==> src/rtl/por_pkg.sv <==
package por_pkg;
  typedef enum logic [1:0] {
    MODE_HOLD   = 2'd0,
    MODE_CHARGE = 2'd1,
    MODE_DRAIN  = 2'd2
  } por_mode_e;
endpackage

==> src/rtl/por_mode_dec.sv <==
module por_mode_dec
  import por_pkg::*;
(
  input  logic      below_i,
  input  logic      above_i,
  output por_mode_e mode_o
);
  // low supply wins over a good-supply flag
  always_comb begin
    if (below_i)      mode_o = MODE_DRAIN;
    else if (above_i) mode_o = MODE_CHARGE;
    else              mode_o = MODE_HOLD;
  end
endmodule

==> src/rtl/por_delay_acc.sv <==
module por_delay_acc
  import por_pkg::*;
#(
  parameter int unsigned TPLH       = 370,
  parameter int unsigned DRAIN_STEP = 4,
  parameter int unsigned CNT_W      = $clog2(TPLH + 1)
) (
  input  logic             clk_i,
  input  logic             rst_ni,
  input  logic             tick_i,
  input  por_mode_e        mode_i,
  output logic [CNT_W-1:0] cnt_o,
  output logic             full_o
);
  localparam int unsigned        STEP_EFF = (DRAIN_STEP > TPLH) ? TPLH : DRAIN_STEP;
  localparam logic [CNT_W-1:0]   FULL_C   = CNT_W'(TPLH);
  localparam logic [CNT_W-1:0]   STEP_C   = CNT_W'(STEP_EFF);

  logic [CNT_W-1:0] cnt_q, cnt_d;

  always_comb begin
    cnt_d = cnt_q;
    if (tick_i) begin
      unique case (mode_i)
        MODE_CHARGE: if (cnt_q < FULL_C) cnt_d = cnt_q + 1'b1;
        MODE_DRAIN:  cnt_d = (cnt_q >= STEP_C) ? cnt_q - STEP_C : '0;
        default:     cnt_d = cnt_q;
      endcase
    end
  end

  always_ff @(posedge clk_i or negedge rst_ni) begin
    if (!rst_ni) cnt_q <= '0;
    else         cnt_q <= cnt_d;
  end

  assign cnt_o  = cnt_q;
  assign full_o = (cnt_q == FULL_C);

  p_sat_top_r3: assert property (@(posedge clk_i) disable iff (!rst_ni)
    cnt_q <= FULL_C);
  p_no_tick_stable_r8: assert property (@(posedge clk_i) disable iff (!rst_ni)
    !tick_i |=> $stable(cnt_q));
  p_hold_band_r6: assert property (@(posedge clk_i) disable iff (!rst_ni)
    (mode_i == MODE_HOLD) |=> $stable(cnt_q));
  p_drain_down_r5: assert property (@(posedge clk_i) disable iff (!rst_ni)
    (mode_i == MODE_DRAIN && tick_i && cnt_q != '0) |=> cnt_q < $past(cnt_q));
endmodule

==> src/rtl/por_out_reg.sv <==
module por_out_reg
  import por_pkg::*;
(
  input  logic      clk_i,
  input  logic      rst_ni,
  input  por_mode_e mode_i,
  input  logic      full_i,
  output logic      rst_no
);
  logic rel_q;

  always_ff @(posedge clk_i or negedge rst_ni) begin
    if (!rst_ni)                                 rel_q <= 1'b0;
    else if (mode_i == MODE_DRAIN)               rel_q <= 1'b0;
    else if (mode_i == MODE_CHARGE && full_i)    rel_q <= 1'b1;
  end

  assign rst_no = rel_q;

  p_release_full_r4: assert property (@(posedge clk_i) disable iff (!rst_ni)
    $rose(rel_q) |-> $past(full_i));
  p_out_hold_r6: assert property (@(posedge clk_i) disable iff (!rst_ni)
    (mode_i == MODE_HOLD) |=> $stable(rel_q));
endmodule

==> src/rtl/por_release_timer.sv <==
module por_release_timer
  import por_pkg::*;
#(
  parameter int unsigned TPLH       = 370,
  parameter int unsigned DRAIN_STEP = 4
) (
  input  logic clk_i,
  input  logic rst_ni,
  input  logic tick_i,
  input  logic below_det_i,
  input  logic above_rel_i,
  output logic rst_no
);
  localparam int unsigned CNT_W = $clog2(TPLH + 1);

  por_mode_e        mode;
  logic [CNT_W-1:0] cnt;
  logic             full;

  por_mode_dec u_dec (
    .below_i (below_det_i),
    .above_i (above_rel_i),
    .mode_o  (mode)
  );

  por_delay_acc #(
    .TPLH       (TPLH),
    .DRAIN_STEP (DRAIN_STEP),
    .CNT_W      (CNT_W)
  ) u_acc (
    .clk_i  (clk_i),
    .rst_ni (rst_ni),
    .tick_i (tick_i),
    .mode_i (mode),
    .cnt_o  (cnt),
    .full_o (full)
  );

  por_out_reg u_out (
    .clk_i  (clk_i),
    .rst_ni (rst_ni),
    .mode_i (mode),
    .full_i (full),
    .rst_no (rst_no)
  );

  p_low_on_detect_r2: assert property (@(posedge clk_i) disable iff (!rst_ni)
    below_det_i |=> !rst_no);
  p_both_flags_r7: assert property (@(posedge clk_i) disable iff (!rst_ni)
    (below_det_i && above_rel_i) |=> !rst_no);
endmodule

==> config.mk <==
export PLATFORM = sky130hd
export DESIGN_NAME = por_release_timer
export DESIGN_NICKNAME = d
export VERILOG_FILES = /design/src/rtl/por_pkg.sv /design/src/rtl/por_mode_dec.sv /design/src/rtl/por_delay_acc.sv /design/src/rtl/por_out_reg.sv /design/src/rtl/por_release_timer.sv
export SDC_FILE = /design/constraint.sdc
export NUM_CORES = 1
export LEC_CHECK = 0
export BUFFER_PORTS_ARGS = -buffer_cell sky130_fd_sc_hd__buf_2
export CORE_UTILIZATION = 45
export DETAILED_ROUTE_END_ITERATION = 12
export GPL_ROUTABILITY_DRIVEN = 1
export PLACE_DENSITY = 0.7
export SETUP_SLACK_MARGIN = 0.3
export SYNTH_ARGS = -nofsm -noshare
export SYNTH_HDL_FRONTEND = slang
export SYNTH_HIERARCHICAL = 1
export SYNTH_SLANG_ARGS = --single-unit
==> constraint.sdc <==
create_clock -name clk_i -period 2.7 [get_ports clk_i]
set_input_delay 0.81 -clock clk_i [delete_from_list [all_inputs] [get_ports clk_i]]
set_output_delay 0.81 -clock clk_i [all_outputs]
set_load 0.02 [all_outputs]
==> impl_metrics.tcl <==
set metrics [dict create \
    outcome "completed" \
    synth.avg_cell_area_um2 8.50 \
    busiest_layer "met2" \
    drv_cap 0 \
    routed_via_density 6.60 \
    die-area_um2 2130 \
    required_ns 2.84 \
    critPathLaunchType "primary input" \
    slew_violations 0 \
    grtUsageMet3_pct 2.35 \
    die_h_um 46.1 \
    period_minus_slack_ns 2.08 \
    post_cts_resized 0 \
    met1_usage_pct 30.8 \
    worstPathArrival_ns 2.23 \
    synthCells 103 \
    ys_seq_area_share_pct 28.6 \
    clock-skew-final_ns 0.00336 \
    portBuffers 5 \
    root_buffer "clkbuf_4" \
    finalSetupViolations 0 \
    power_frac_comb_pct 44.1 \
    rsz0062_at_grt "no" \
    wire_per_inst_um 16.5 \
    crit_path_max_fanout 7 \
    clk_pin_slew_ns 0.07 \
    core_um2 1780 \
    post-route-period-util_pct 77.2 \
    drive_gt1_share_pct 17.0 \
    grt_util_met2_pct 38.0 \
    first_global_vias 756 \
    slew_headroom_pct 64.3 \
    rows 15 \
    final_cell_mix "dfrtp_1, nand2_1, inv_1" \
    leakagePower_nw 0.378 \
    multi_input_area_um2 564 \
    synth_nets 112 \
    drcViolationCount 0 \
    clockBufferDepth 2 \
    post-cts-setup-buffers 0 \
    ys_ff_latch 10 \
    power_frac_clock_pct 13.7 \
    synth-edff-count 0 \
    grt_use_total_pct 23.1 \
    htree_levels 1 \
    fin_cells 131 \
    drt_iter0_markers 58 \
    fin_util_pct 52.4 \
    overflow 0 \
    path_class "primary input to flop" \
    clkSinkCount 10 \
    hold_class "primary input to async pin" \
    fmax_mhz 480 \
    drt_wl_total_mm 2.16 \
    place_hpwl_mm 1.53 \
    dieWidth_um 46.1 \
    finalNetCount 117 \
    seqPwrFrac_pct 42.2 \
    place_inst 128 \
    dr.pass1.iters 4 \
    regArea_um2 250 \
    yosysUniqueCellTypes 44 \
    cellPowerDensity_nw_per_um2 803 \
    diodes 0 \
    synthArstFlopShare_pct 100 \
    hold_violations 0 \
    initial_core_util_pct 49.1 \
    irDropWorstVdd_v 0.000398 \
    p_sw_uw 356 \
    tightest_slew_ns 0.534 \
    gp_congestion 0.905 \
    numCtsBuffers 3 \
    grt_max_degree 13 \
    synthFlopType "dfrtp_1" \
    vias 865 \
    end_kind "flop" \
    swShare_pct 47.4 \
    hold_buffers 0 \
    antenna_left 0 \
    syn_to_final_growth_pct 6.71 \
    whs_ns 0.398 \
    n_fill_cell 169 \
    p_int_uw 395 \
    ios 6 \
    synthesis.area_um2 876 \
    final_common_cell "dfrtp_1" \
    yosysWarnings 6 \
    grt_first_pass_wirelength_mm 3.48 \
    setup_tns_ns 0 \
    antenna_found_initial 0 \
    worstSkewPairLatency_ns 0.26 \
    cts_tree "yes" \
]
-- area by class of cell --
class                   count  area share (%)
multi-input cells          79            60.4
well taps                  25            3.35
repair buffers              7            4.28
inverters                   7            2.81
flip-flops and latches     10            26.8
clock buffers               3            2.41
-- critical path, stage by stage --
cell and delay (ns):
buf_2 0.14, nor2b_4 0.16, nor2b_1 0.17, o221a_1 0.38
o21ai_1 0.18, o32a_1 0.38
-- cells in the mapped netlist, types with 2 or more instances --
master,number,area share [%]
buf_2,4,2.3
o221ai_1,4,4.0
dfrtp_1,10,29
clkbuf_1,2,0.86
a22o_1,3,3.0
inv_1,7,3.0
o2bb2ai_1,2,2.0
nor2b_1,2,1.4
o21a_1,2,1.7
ha_1,4,5.7
nor3_1,4,2.3
a31oi_1,2,1.4
nand3_1,2,1.1
nor4_1,5,3.6
o21ai_1,5,2.9
o21ai_0,4,2.3
nand2_1,9,3.9
nor2_1,5,2.1
a21oi_1,2,1.1
-- metal layers --
layer  share of wire (%)  vias to the layer above
li1                    -                      404
met3                 6.0                        0
met2                  48                       38
met1                  46                      423
met4                   0                        0
met5                   0                        -
-- cell families (layout without fill, tap and decap cells) --
logic type / after synthesis / after routing / synth area share (%)
flops: 10 / 10 / 28.6
simple gates: 37 / 37 / 25.1
compound gates: 36 / 36 / 30.7
fa+ha+maj: 4 / 4 / 5.71
mux: 2 / 2 / 2.86
buf+inv: 14 / 17 / 7.00
-- final timing paths --
| path | end | slack (ns) | cells after the start | from |
|---|---|---|---|---|
| max in group asynchronous | u_acc/cnt_o[8] | 2.10 | 1 | rst_ni |
| min in group clk_i | u_out/rst_no | 0.54 | 2 | u_out/rst_no |
| setup reg to reg | u_acc/cnt_o[6] | 0.92 | 6 | u_acc/cnt_o[3] |
| hold reg to reg | u_out/rst_no | 0.54 | 2 | u_out/rst_no |
| setup / recovery | u_acc/cnt_o[6] | 0.62 | 6 | below_det_i |
| hold / removal | u_acc/cnt_o[2] | 0.40 | 1 | rst_ni |
-- registers in the layout (all words and copies together) (netlist names) --
name / flops
u_acc/cnt_o: 9
u_out/rst_no: 1
-- power by group through the flow --
stage                     registers [mW]  logic, mW  clock network, mW
after floorplan                    0.261      0.295                  0
after global placement             0.314      0.318                  0
after detailed placement           0.315      0.320                  0
after CTS                          0.314      0.321              0.107
after global routing               0.327      0.364              0.111
final                              0.317      0.331              0.103
-- stage by stage --
step	worst slack [ns]	area (µm²)	power [mW]
after global routing	0.510	935	0.802
after detailed placement	0.370	912	0.635
final	0.615	935	0.751
after floorplan	0.659	876	0.556
after CTS	0.635	935	0.742
after global placement	0.443	912	0.632
Note: power is estimated with default switching activity, not from simulation.
